### config.mk
export PLATFORM = sky130hd
export DESIGN_NAME = usb_gnak_ctrl
export DESIGN_NICKNAME = d
export VERILOG_FILES = /design/src/rtl/usb_gnak_pkg.sv /design/src/rtl/gnak_ctrl_reg.sv /design/src/rtl/gnak_test_decode.sv /design/src/rtl/gnak_decide.sv /design/src/rtl/usb_gnak_ctrl.sv
export SDC_FILE = /design/constraint.sdc
export NUM_CORES = 1
export LEC_CHECK = 0
export BUFFER_PORTS_ARGS = -buffer_cell sky130_fd_sc_hd__buf_2
export CAP_MARGIN = 15
export CORE_MARGIN = 2
export CORE_UTILIZATION = 31
export CTS_CLUSTER_DIAMETER = 80
export DETAILED_ROUTE_END_ITERATION = 10
export PLACE_DENSITY_LB_ADDON = 0.12
export SYNTH_ARGS = -nofsm -noshare
export SYNTH_HDL_FRONTEND = slang
export SYNTH_SLANG_ARGS = --single-unit
### constraint.sdc
create_clock -name clk -period 1.1 [get_ports clk]
set_input_delay 0.055 -clock clk [delete_from_list [all_inputs] [get_ports clk]]
set_output_delay 0.055 -clock clk [all_outputs]
set_load 0.05 [all_outputs]
### src/rtl/usb_gnak_pkg.sv
package usb_gnak_pkg;
  typedef enum logic [1:0] {
    TK_OUT   = 2'd0,
    TK_SETUP = 2'd1,
    TK_IN    = 2'd2
  } tok_kind_e;

  typedef enum logic [1:0] {
    HS_ACK   = 2'd0,
    HS_NAK   = 2'd1,
    HS_STALL = 2'd2,
    HS_DROP  = 2'd3
  } hs_e;

  localparam int CW_W       = 32;
  localparam int BIT_IN_SET = 7;
  localparam int BIT_IN_CLR = 8;
  localparam int BIT_OUT_SET = 9;
  localparam int BIT_OUT_CLR = 10;
  localparam int BIT_PRG    = 11;
  localparam int BIT_OSTS   = 3;
  localparam int TST_LO     = 4;
  localparam int TST_W      = 3;
  localparam int TST_MAX    = 5;
  localparam int NFLAG      = 2;
  localparam int FLAG_OUT   = 0;
  localparam int FLAG_IN    = 1;
endpackage

### src/rtl/gnak_ctrl_reg.sv
module gnak_ctrl_reg
  import usb_gnak_pkg::*;
(
  input  logic             clk,
  input  logic             rst_n,
  input  logic             wr,
  input  logic [CW_W-1:0]  wdata,
  input  logic             hw_in_set,
  output logic [CW_W-1:0]  rdata,
  output logic             out_nak,
  output logic             in_nak,
  output logic [TST_W-1:0] test_raw
);
  localparam int SET_POS [NFLAG] = '{BIT_OUT_SET, BIT_IN_SET};
  localparam int CLR_POS [NFLAG] = '{BIT_OUT_CLR, BIT_IN_CLR};

  logic [NFLAG-1:0] flag_q;
  logic [NFLAG-1:0] hw_set;
  logic             prg_q;

  assign hw_set = {hw_in_set, 1'b0};

  for (genvar g = 0; g < NFLAG; g++) begin : g_flag
    logic sw_set, sw_clr;
    assign sw_set = wr && wdata[SET_POS[g]];
    assign sw_clr = wr && wdata[CLR_POS[g]];
    always_ff @(posedge clk) begin
      if (!rst_n)                      flag_q[g] <= 1'b0;
      else if (sw_clr)                 flag_q[g] <= 1'b0;
      else if (sw_set || hw_set[g])    flag_q[g] <= 1'b1;
    end
  end

  always_ff @(posedge clk) begin
    if (!rst_n) begin
      prg_q    <= 1'b0;
      test_raw <= '0;
    end else if (wr) begin
      prg_q    <= wdata[BIT_PRG];
      test_raw <= wdata[TST_LO +: TST_W];
    end
  end

  assign out_nak = flag_q[FLAG_OUT];
  assign in_nak  = flag_q[FLAG_IN];

  always_comb begin
    rdata                   = '0;
    rdata[BIT_PRG]          = prg_q;
    rdata[TST_LO +: TST_W]  = test_raw;
    rdata[BIT_OSTS]         = out_nak;
  end
endmodule

### src/rtl/gnak_test_decode.sv
module gnak_test_decode
  import usb_gnak_pkg::*;
(
  input  logic [TST_W-1:0] raw,
  output logic [TST_W-1:0] sel
);
  always_comb begin
    if (int'(raw) > TST_MAX) sel = '0;
    else                     sel = raw;
  end
endmodule

### src/rtl/gnak_decide.sv
module gnak_decide
  import usb_gnak_pkg::*;
#(
  parameter int LEN_W = 11
) (
  input  logic             out_nak,
  input  logic             in_nak,
  input  logic [1:0]       kind,
  input  logic             iso,
  input  logic             periodic,
  input  logic [LEN_W-1:0] len,
  input  logic [LEN_W-1:0] free,
  input  logic             stall,
  input  logic             epnak,
  output hs_e              code,
  output logic             fifo_wr
);
  logic room;
  assign room = (free >= len);

  always_comb begin
    code    = HS_NAK;
    fifo_wr = 1'b0;
    unique case (kind)
      TK_SETUP: begin
        code    = HS_ACK;
        fifo_wr = 1'b1;
      end
      TK_OUT: begin
        if (out_nak)    code = iso ? HS_DROP : HS_NAK;
        else if (stall) code = HS_STALL;
        else if (epnak) code = HS_NAK;
        else if (!room) code = HS_NAK;
        else begin
          code    = HS_ACK;
          fifo_wr = 1'b1;
        end
      end
      TK_IN: begin
        if (in_nak && !periodic) code = HS_NAK;
        else if (stall)          code = HS_STALL;
        else if (epnak)          code = HS_NAK;
        else                     code = HS_ACK;
      end
      default: begin
        code    = HS_NAK;
        fifo_wr = 1'b0;
      end
    endcase
  end
endmodule

### src/rtl/usb_gnak_ctrl.sv
module usb_gnak_ctrl
  import usb_gnak_pkg::*;
#(
  parameter int LEN_W = 11
) (
  input  logic             clk,
  input  logic             rst_n,
  input  logic             ctl_wr,
  input  logic [31:0]      ctl_wdata,
  output logic [31:0]      ctl_rdata,
  input  logic             np_timeout,
  input  logic             tok_valid,
  input  logic [1:0]       tok_kind,
  input  logic             tok_iso,
  input  logic             tok_periodic,
  input  logic [LEN_W-1:0] tok_len,
  input  logic [LEN_W-1:0] rx_free,
  input  logic             ep_stall,
  input  logic             ep_nak,
  output logic             resp_valid,
  output logic [1:0]       resp_code,
  output logic             resp_fifo_wr,
  output logic             out_nak_on,
  output logic             in_nak_on,
  output logic [2:0]       test_sel
);
  logic [TST_W-1:0] test_raw;
  hs_e              dec_code;
  logic             dec_wr;

  gnak_ctrl_reg u_reg (
    .clk      (clk),
    .rst_n    (rst_n),
    .wr       (ctl_wr),
    .wdata    (ctl_wdata),
    .hw_in_set(np_timeout),
    .rdata    (ctl_rdata),
    .out_nak  (out_nak_on),
    .in_nak   (in_nak_on),
    .test_raw (test_raw)
  );

  gnak_test_decode u_tst (
    .raw(test_raw),
    .sel(test_sel)
  );

  gnak_decide #(.LEN_W(LEN_W)) u_dec (
    .out_nak (out_nak_on),
    .in_nak  (in_nak_on),
    .kind    (tok_kind),
    .iso     (tok_iso),
    .periodic(tok_periodic),
    .len     (tok_len),
    .free    (rx_free),
    .stall   (ep_stall),
    .epnak   (ep_nak),
    .code    (dec_code),
    .fifo_wr (dec_wr)
  );

  always_ff @(posedge clk) begin
    if (!rst_n) begin
      resp_valid   <= 1'b0;
      resp_code    <= HS_ACK;
      resp_fifo_wr <= 1'b0;
    end else begin
      resp_valid   <= tok_valid;
      resp_code    <= tok_valid ? dec_code : HS_ACK;
      resp_fifo_wr <= tok_valid && dec_wr;
    end
  end
endmodule

==> results of run 1 <==
what timing repair did:
action,CTS,global route
gates resized for setup,3,3
hold buffers,1,0
hold endpoints to repair,1,0
endpoints found under the setup margin,3,3
cell usage in the layout, fill, tap and decap left out, drive strengths merged, types with 6 or more instances in the layout:
cell / count
inv: 14
a21oi: 7
buf: 58
ha: 11
nand2: 10
conb: 27
nor2: 6
nor2b: 7
dfxtp: 10
cells by family after synthesis:
kind of cell	Yosys count
buffers and inverters	44
AND/OR/NAND/NOR	31
AO/OA/AOI/OAI	19
adder cells (fa/ha/maj)	11
flip-flops	10
multiplexers	4
other	1
worst paths after layout:
check	from	endpoint	cells past startpoint
min reg2reg	u_reg.in_nak	u_reg.in_nak	2
min	np_timeout	u_reg.in_nak	3
max reg2reg	u_reg.out_nak	resp_code[1]	4
max	rx_free[9]	resp_code[0]	6
final cells by class:
| type | instances | area, µm² | share of cell area [%] |
|---|---|---|---|
| clock buffer | 4 | 36.28 | 2.818 |
| inverter | 14 | 52.55 | 4.082 |
| multi-input combinational | 92 | 629.4 | 48.88 |
| sequential | 10 | 210.2 | 16.33 |
| tap | 33 | 41.29 | 3.207 |
| timing repair buffer | 59 | 317.8 | 24.68 |
metal layers:
layer / vias to the layer above / track usage [%] / routed length [µm]
met5: - / 0 / 0
met3: 0 / 3.275 / 130
met2: 39 / 19.84 / 964
li1: 459 / - / -
met1: 382 / 12.48 / 846
met4: 0 / 1.948 / 0
registers in the layout, summed over array words and instances (netlist names):
signal,count
u_reg.test_raw,3
resp_code,2
resp_fifo_wr,1
resp_valid,1
u_reg.in_nak,1
u_reg.out_nak,1
u_reg.prg_q,1
per-stage QoR:
stage	TNS [ns]	cell area [µm²]
after CTS	0	1281
after global placement	-0.2978	1227
after floorplan	-0.04030	1107
final	0	1287
after detailed placement	-0.3812	1227
after global routing	0	1287
power groups by stage:
stage	sequential, µW	combinational (µW)	clock, µW
finish	401	596	320
global route	404	644	350
CTS	404	597	337
detailed placement	412	588	0
global placement	411	581	0
floorplan	471	464	0
worst reg2reg max path: cells and delay by family, from the launching register on:
family          cells  cell delay (ns)
compound gates      2             0.28
flops               1             0.38
simple gates        2             0.13
==> qor.csv, run 1 <==
metric,value,unit
Syn. warnings,0,
Final Cycle Share,94.56,%
routed wire length,1.941,mm
"delay-heaviest family, CP",compound AO/OA/AOI/OAI gates,
number of cells after detailed placement,207,
sequential area share after synthesis,21.22,%
CP max FO,2,
initial antenna violation count,0,
"slowest stage cell, crit path",a2111oi_2,
synth unique cells,26,
"Cell Chain, Critical Path",buf_2 > ha_1 > o21ai_0 > nor2_1 > a2111oi_2 > o2bb2ai_1,
"top cells by area, synth","buf_4, dfxtp_1, ha_1",
nets@finish,256,
Die Span X,59.17,µm
Final Max Tran Viols,0,
Gate Count Post-Synth,120,
"CTS clk-pin slew, worst paths",0.06,ns
total chip power,1317,µW
crit path DAT,1.24,ns
worst endpoint required time,1.30,ns
worst setup margin,0.05982,ns
top-count cell post-synth,buf_4,
Pleak,0.0007287,µW
RSZ-0062 raised after global routing,false,
Die ar.,3501,µm²
clock share of power,24.3,%
Comb pwr share,45.3,%
Synth Area in XOR/XNOR,0,%
Setup WS pre-CTS,-0.2066,ns
Worst Hold Class,in2reg,
# diodes,0,
Initial Utilization,31.68,%
Final Skew,0.001372,ns
Achievable Freq,961.4,MHz
largest net degree at the start of global routing,9,
max_cap viols,0,
pwr dens,1023,nW/µm²
Mean Syn Cell Area,7.862,µm²
reg2reg setup slack,0.20,ns
Post-synth ARST share,0,%
num rows,20,
CP bufs+invs,1,
fillers,324,
Critical Setup Path Class,in2reg,
sequential share of power,30.4,%
CORE AREA,2978,µm²
Yosys top cell by area,buf_4,
count of state elements after synthesis,10,
Yosys top cell area share,23.08,%
Clock Sinks,10,
DRT Pass-1 Iters,4,
Int Power,751.8,µW
Remaining DRCs,0,
IO Pins,106,
largest family of logic cells by synthesized area,buffers and inverters,
via count,880,
outcome,"complete, no violations",
worst skew pair latency,0.26,ns
CTS tree,done,
Tot GR Track Use,10.85,%
Layout Utilization,43.24,%
Fin. Hold Viols,0,
post-synthesis compound-gate area fraction,13.66,%
Detailed Route Iter0 Violations,17,
CTS buffer count,3,
Overflow after GRT,0,
DP HPWL,1.712,mm
Final GP Congestion,0.8048,
Max stage delay on crit path,0.35,ns
CTS HTree Levels,1,
share of layout cells above drive strength 1,44.13,%
post-route ant nets,0,
Startpoint Class,input port,
Crit. End Element,register,
area delta synth->final,36.47,%
post-synthesis mux area share,4.244,%
Vias/cell,4.151,
Post-Synth Adder-Cell Area,14.59,%
synthesized cell area,943.4,µm²
Final Critical Period,1.040,ns
simple-gate share of the synthesized area,16.84,%
vias in the first global route,803,
most used flip-flop cell after synthesis,dfxtp_1,
VDD IR-drop max,574.6,µV
IO buf count,54,
CTS root buf,clkbuf_4,
die height,59.17,µm
setup bufs post-CTS,0,
first-pass GRT wire length,2.973,mm
clock buffer depth,2,
WL/cell,9.156,µm
switch share,42.92,%
"EDFF count, synth",0,
Final Non-Filler Cells,212,
final setup fails,0,
sw power,565.3,µW
Synth top cells by count,"buf_4, inv_1, ha_1, dfxtp_1, nand2_1",
Hold Worst Slack,0.03458,ns
Power figures use the tool's default switching activity.
==> inputs of run 2 (changes only) <==
Settings changed: PLACE_DENSITY set to 0.77, PLACE_DENSITY_LB_ADDON 0.12 to not set.
==> run 2 against run 1 <==
Compared with the run above: sequential power about the same; register-to-register slack got worse by 0.02 ns; critical endpoint is now test_sel[2]; clock skew grew 0.0044 ns; clock power fell by 25%; flip-flop and latch count unchanged; largest cell class unchanged; utilization fell by 0.97 points; worst hold slack worse by 0.011 ns; die area stayed put; count of clock-buffer cells in the layout decreased by 1; sequential share of layout area up 0.17 points; non-clock buffer count down 2; combinational power about the same.
==> qor.csv, run 2 (synthesis results as in run 1) <==
metric,value,unit
Initial Utilization,31.68,%
worst skew pair latency,0.26,ns
via count,884,
Largest register FFs,3,
DRT Pass-1 Iters,4,
post-route ant nets,0,
Critical Setup Path Class,reg2out,
area delta synth->final,33.42,%
Pleak,0.0007139,µW
Startpoint Class,register,
CTS root buf,clkbuf_4,
Crit. End Element,output pin,
Detailed Route Iter0 Violations,14,
Final Max Tran Viols,0,
CP max FO,5,
Max stage delay on crit path,0.40,ns
die height,59.17,µm
Achievable Freq,951.5,MHz
CTS tree,done,
max_cap viols,0,
Final Critical Period,1.051,ns
Reg with most FFs,u_reg.test_raw,
"commonest non-fill, non-tap cell in the layout",buf_2,
"CTS clk-pin slew, worst paths",0.06,ns
Die Span X,59.17,µm
crit path DAT,1.00,ns
routed wire length,1.863,mm
outcome,"complete, no violations",
Remaining DRCs,0,
"Cell Chain, Critical Path",nor2b_4 > buf_4,
Worst Hold Class,in2reg,
Tot GR Track Use,10.71,%
share of layout cells above drive strength 1,44.32,%
Vias/cell,4.230,
first-pass GRT wire length,2.960,mm
total chip power,1237,µW
most frequent cells in the layout,"buf_2, conb_1, inv_1",
Final Skew,0.005790,ns
IO Pins,106,
Final Cycle Share,95.54,%
Fin. Hold Viols,0,
final setup fails,0,
# diodes,0,
CTS buffer count,3,
num rows,20,
vias in the first global route,761,
biggest regs,"u_reg.test_raw: 3 flops, resp_code: 2 flops",
post-route cell area,1259,µm²
Die ar.,3501,µm²
largest net degree at the start of global routing,9,
VDD IR-drop max,276.4,µV
"slowest stage cell, crit path",dfxtp_2,
CTS HTree Levels,1,
RSZ-0062 raised after global routing,false,
Hold Worst Slack,0.02396,ns
DP HPWL,1.637,mm
nets@finish,254,
DP Area,1220,µm²
clock buffer depth,2,
setup bufs post-CTS,0,
worst endpoint required time,1.04,ns
Clock Sinks,10,
IO buf count,54,
Final GP Congestion,0.7911,
Hold Buf Count CTS,0,
initial antenna violation count,0,
pwr dens,982.8,nW/µm²
WL/cell,8.914,µm
CORE AREA,2978,µm²
Overflow after GRT,0,
Layout Utilization,42.27,%
-- run 2: report_power, final --
group	total (µW)	internal, µW	switching (µW)
Sequential	401	383	18.0
Combinational	596	167	428
Clock	240	126	115
-- run 2: routing by layer --
metal | vias to the layer above | track usage (%) | share of wire (%) | wire length [µm]
met2 | 51 | 20.63 | 49 | 918
met1 | 379 | 11.14 | 40 | 747
met5 | - | 0 | 0 | 0
li1 | 452 | - | - | -
met4 | 0 | 3.896 | 0.91 | 17
met3 | 2 | 2.402 | 9.6 | 179
-- run 2: timing repair --
action / 4_1_cts / 5_1_grt
endpoints found under the setup margin: 3 / 3
endpoints found under the hold margin: 0 / 0
pin swaps: 0 / 1
gates resized for setup: 3 / 3
-- run 2: area by class of cell --
| cell class | instances | area [µm²] |
|---|---|---|
| clock buffer | 3 | 22.52 |
| tap | 33 | 41.29 |
| multi-input combinational | 92 | 634.4 |
| inverter | 14 | 52.55 |
| fill | 307 | 1719 |
| timing repair buffer | 57 | 300.3 |
| sequential | 10 | 207.7 |
-- run 2: worst paths after layout --
path,from,endpoint,slack [ns],cells past startpoint
hold / removal,tok_kind[0],resp_code[1],0.02,2
setup reg to reg,u_reg.out_nak,resp_code[1],0.18,4
setup / recovery,u_reg.test_raw[2],test_sel[2],0.05,2
hold reg to reg,u_reg.in_nak,u_reg.in_nak,0.52,2
-- run 2: worst max-delay path: cells and delay by family, from the launching register on --
family,cells,cell delay [ns]
buffers and inverters,1,0.19
and+or+nand+nor,1,0.15
DFF,1,0.40
-- run 2: through the flow --
| stage | TNS [ns] | instances | worst slack [ns] |
|---|---|---|---|
| after detailed placement | -0.4137 | 206 | -0.2132 |
| after global routing | 0 | 209 | 0.007211 |
| after floorplan | -0.04030 | 146 | -0.04030 |
| final | 0 | 209 | 0.04907 |
| after CTS | 0 | 209 | 0.02646 |
| after global placement | -0.3156 | 206 | -0.1660 |
==> inputs of run 3 (changes only) <==
Settings changed: CORE_UTILIZATION 31 to 36, PLACE_DENSITY 0.77 to 0.85.
Clock period 1.1 ns to 1.3 ns, I/O delays scaled along.
==> run 3 against run 2 <==
Compared with the run above: sequential share of layout area increased by 0.74 points; non-clock buffer count decreased by 2; register-to-register slack improved by 0.18 ns; via count decreased by 4.4%; flip-flop and latch count unchanged; global-route usage increased by 1.9 points.
==> qor.csv, run 3 (synthesis results as in run 1) <==
metric,value,unit
area delta synth->final,23.08,%
Tot GR Track Use,12.56,%
Overflow after GRT,0,
RSZ-0062 raised after global routing,false,
Final Critical Period,1.161,ns
Die ar.,3046,µm²
post-route ant nets,0,
CTS root buf,clkbuf_4,
DRT Pass-1 Iters,3,
pwr dens,859.9,nW/µm²
biggest regs,"u_reg.test_raw: 3 flops, resp_code: 2 flops",
CTS HTree Levels,1,
Achievable Freq,861.7,MHz
Hold Worst Slack,0.02318,ns
CP max FO,2,
WL/cell,8.701,µm
outcome,"complete, no violations",
num rows,18,
Final GP Congestion,0.7329,
Clock Sinks,10,
Final Skew,0.0006097,ns
VDD IR-drop max,492.6,µV
area of the multi-input gates,570.5,µm²
crit path DAT,1.29,ns
die height,55.19,µm
Fin. Hold Viols,0,
PostCTS Resize Cnt,0,
Final TNS setup,0,ns
Die Span X,55.19,µm
Crit. End Element,register,
fillers,272,
Startpoint Class,input port,
Hold Buf Count CTS,0,
Detailed Route Iter0 Violations,9,
"CTS clk-pin slew, worst paths",0.06,ns
DP HPWL,1.615,mm
Pleak,0.0006952,µW
"Cell Chain, Critical Path",buf_2 > inv_1 > ha_1 > a211oi_1 > nor2_1 > a2111oi_0 > a21oi_1,
share of layout cells above drive strength 1,36.21,%
most frequent cells in the layout,"buf_2, conb_1, inv_1",
routed wire length,1.775,mm
CTS tree,done,
nets@finish,252,
Max stage delay on crit path,0.41,ns
Reg with most FFs,u_reg.test_raw,
via count,845,
Final Cycle Share,89.27,%
IO Pins,106,
first-pass GRT wire length,2.663,mm
worst endpoint required time,1.43,ns
Final Max Tran Viols,0,
FF/Latch Area,200.2,µm²
Critical Setup Path Class,in2reg,
worst skew pair latency,0.25,ns
clock buffer depth,2,
setup bufs post-CTS,0,
# diodes,0,
largest net degree at the start of global routing,9,
Vias/cell,4.142,
Worst Hold Class,in2reg,
Remaining DRCs,0,
final setup fails,0,
CORE AREA,2477,µm²
"slowest stage cell, crit path",a2111oi_0,
IO buf count,54,
vias in the first global route,708,
max_cap viols,0,
initial antenna violation count,0,
"commonest non-fill, non-tap cell in the layout",buf_2,
CTS buffer count,3,
Largest register FFs,3,
Initial Utilization,38.08,%
run 3: cell count changes in the layout (fill, tap and decap cells not counted), moves of 3 or more:
| cell | previous run | this run |
|---|---|---|
| dfxtp_1 | 6 | 10 |
| buf_2 | 51 | 54 |
| dfxtp_2 | 3 | 0 |
| buf_4 | 6 | 1 |
run 3: through the flow:
step / cells / power (µW) / cell area, µm² / setup WS (ns) / utilization [%]
after floorplan: 146 / 770.3 / 1045 / -0.2277 / -
final: 204 / 998.4 / 1161 / 0.1395 / 46.87
after detailed placement: 201 / 810.7 / 1139 / -0.1503 / 45.96
after CTS: 204 / 1015 / 1161 / 0.1254 / 46.87
after global placement: 201 / 804.0 / 1139 / -0.08205 / 45.96
after global routing: 204 / 1082 / 1161 / 0.0009058 / 46.87
run 3: path summary, 6_finish.rpt:
path	from	end	slack [ns]	depth (start not counted)
setup / recovery	tok_len[8]	resp_fifo_wr	0.14	7
hold reg to reg	u_reg.in_nak	u_reg.in_nak	0.51	2
setup reg to reg	u_reg.out_nak	resp_code[1]	0.36	4
hold / removal	tok_kind[0]	resp_code[1]	0.02	2
run 3: layout make-up:
| type | count | share of cell area, % |
|---|---|---|
| Clock buffer | 3 | 1.940 |
| Inverter | 14 | 4.526 |
| Multi-Input combinational cell | 92 | 49.14 |
| Sequential cell | 10 | 17.24 |
| Tap cell | 30 | 3.233 |
| Timing Repair Buffer | 55 | 23.92 |
run 3: power breakdown:
group          internal (µW)  switching (µW)  total [µW]  leakage, µW
sequential               323            11.6         335    0.0000824
combinational            119             347         466     0.000599
clock                    106            91.0         197    0.0000138
total                    548             450         998     0.000695
run 3: layer usage:
metal	vias to the layer above	global-route usage [%]	share of wire [%]
li1	450	-	-
met1	351	12.56	37
met2	40	22.82	51
met3	4	5.645	10
met4	0	4.472	2.1
met5	-	0	0
run 3: worst max-delay path: cells and delay by family:
kind                     cells  cell delay (ns)
AO/OA/AOI/OAI                3             0.73
AND/OR/NAND/NOR              1             0.10
adder cells (fa/ha/maj)      1             0.29
buffers and inverters        2             0.10
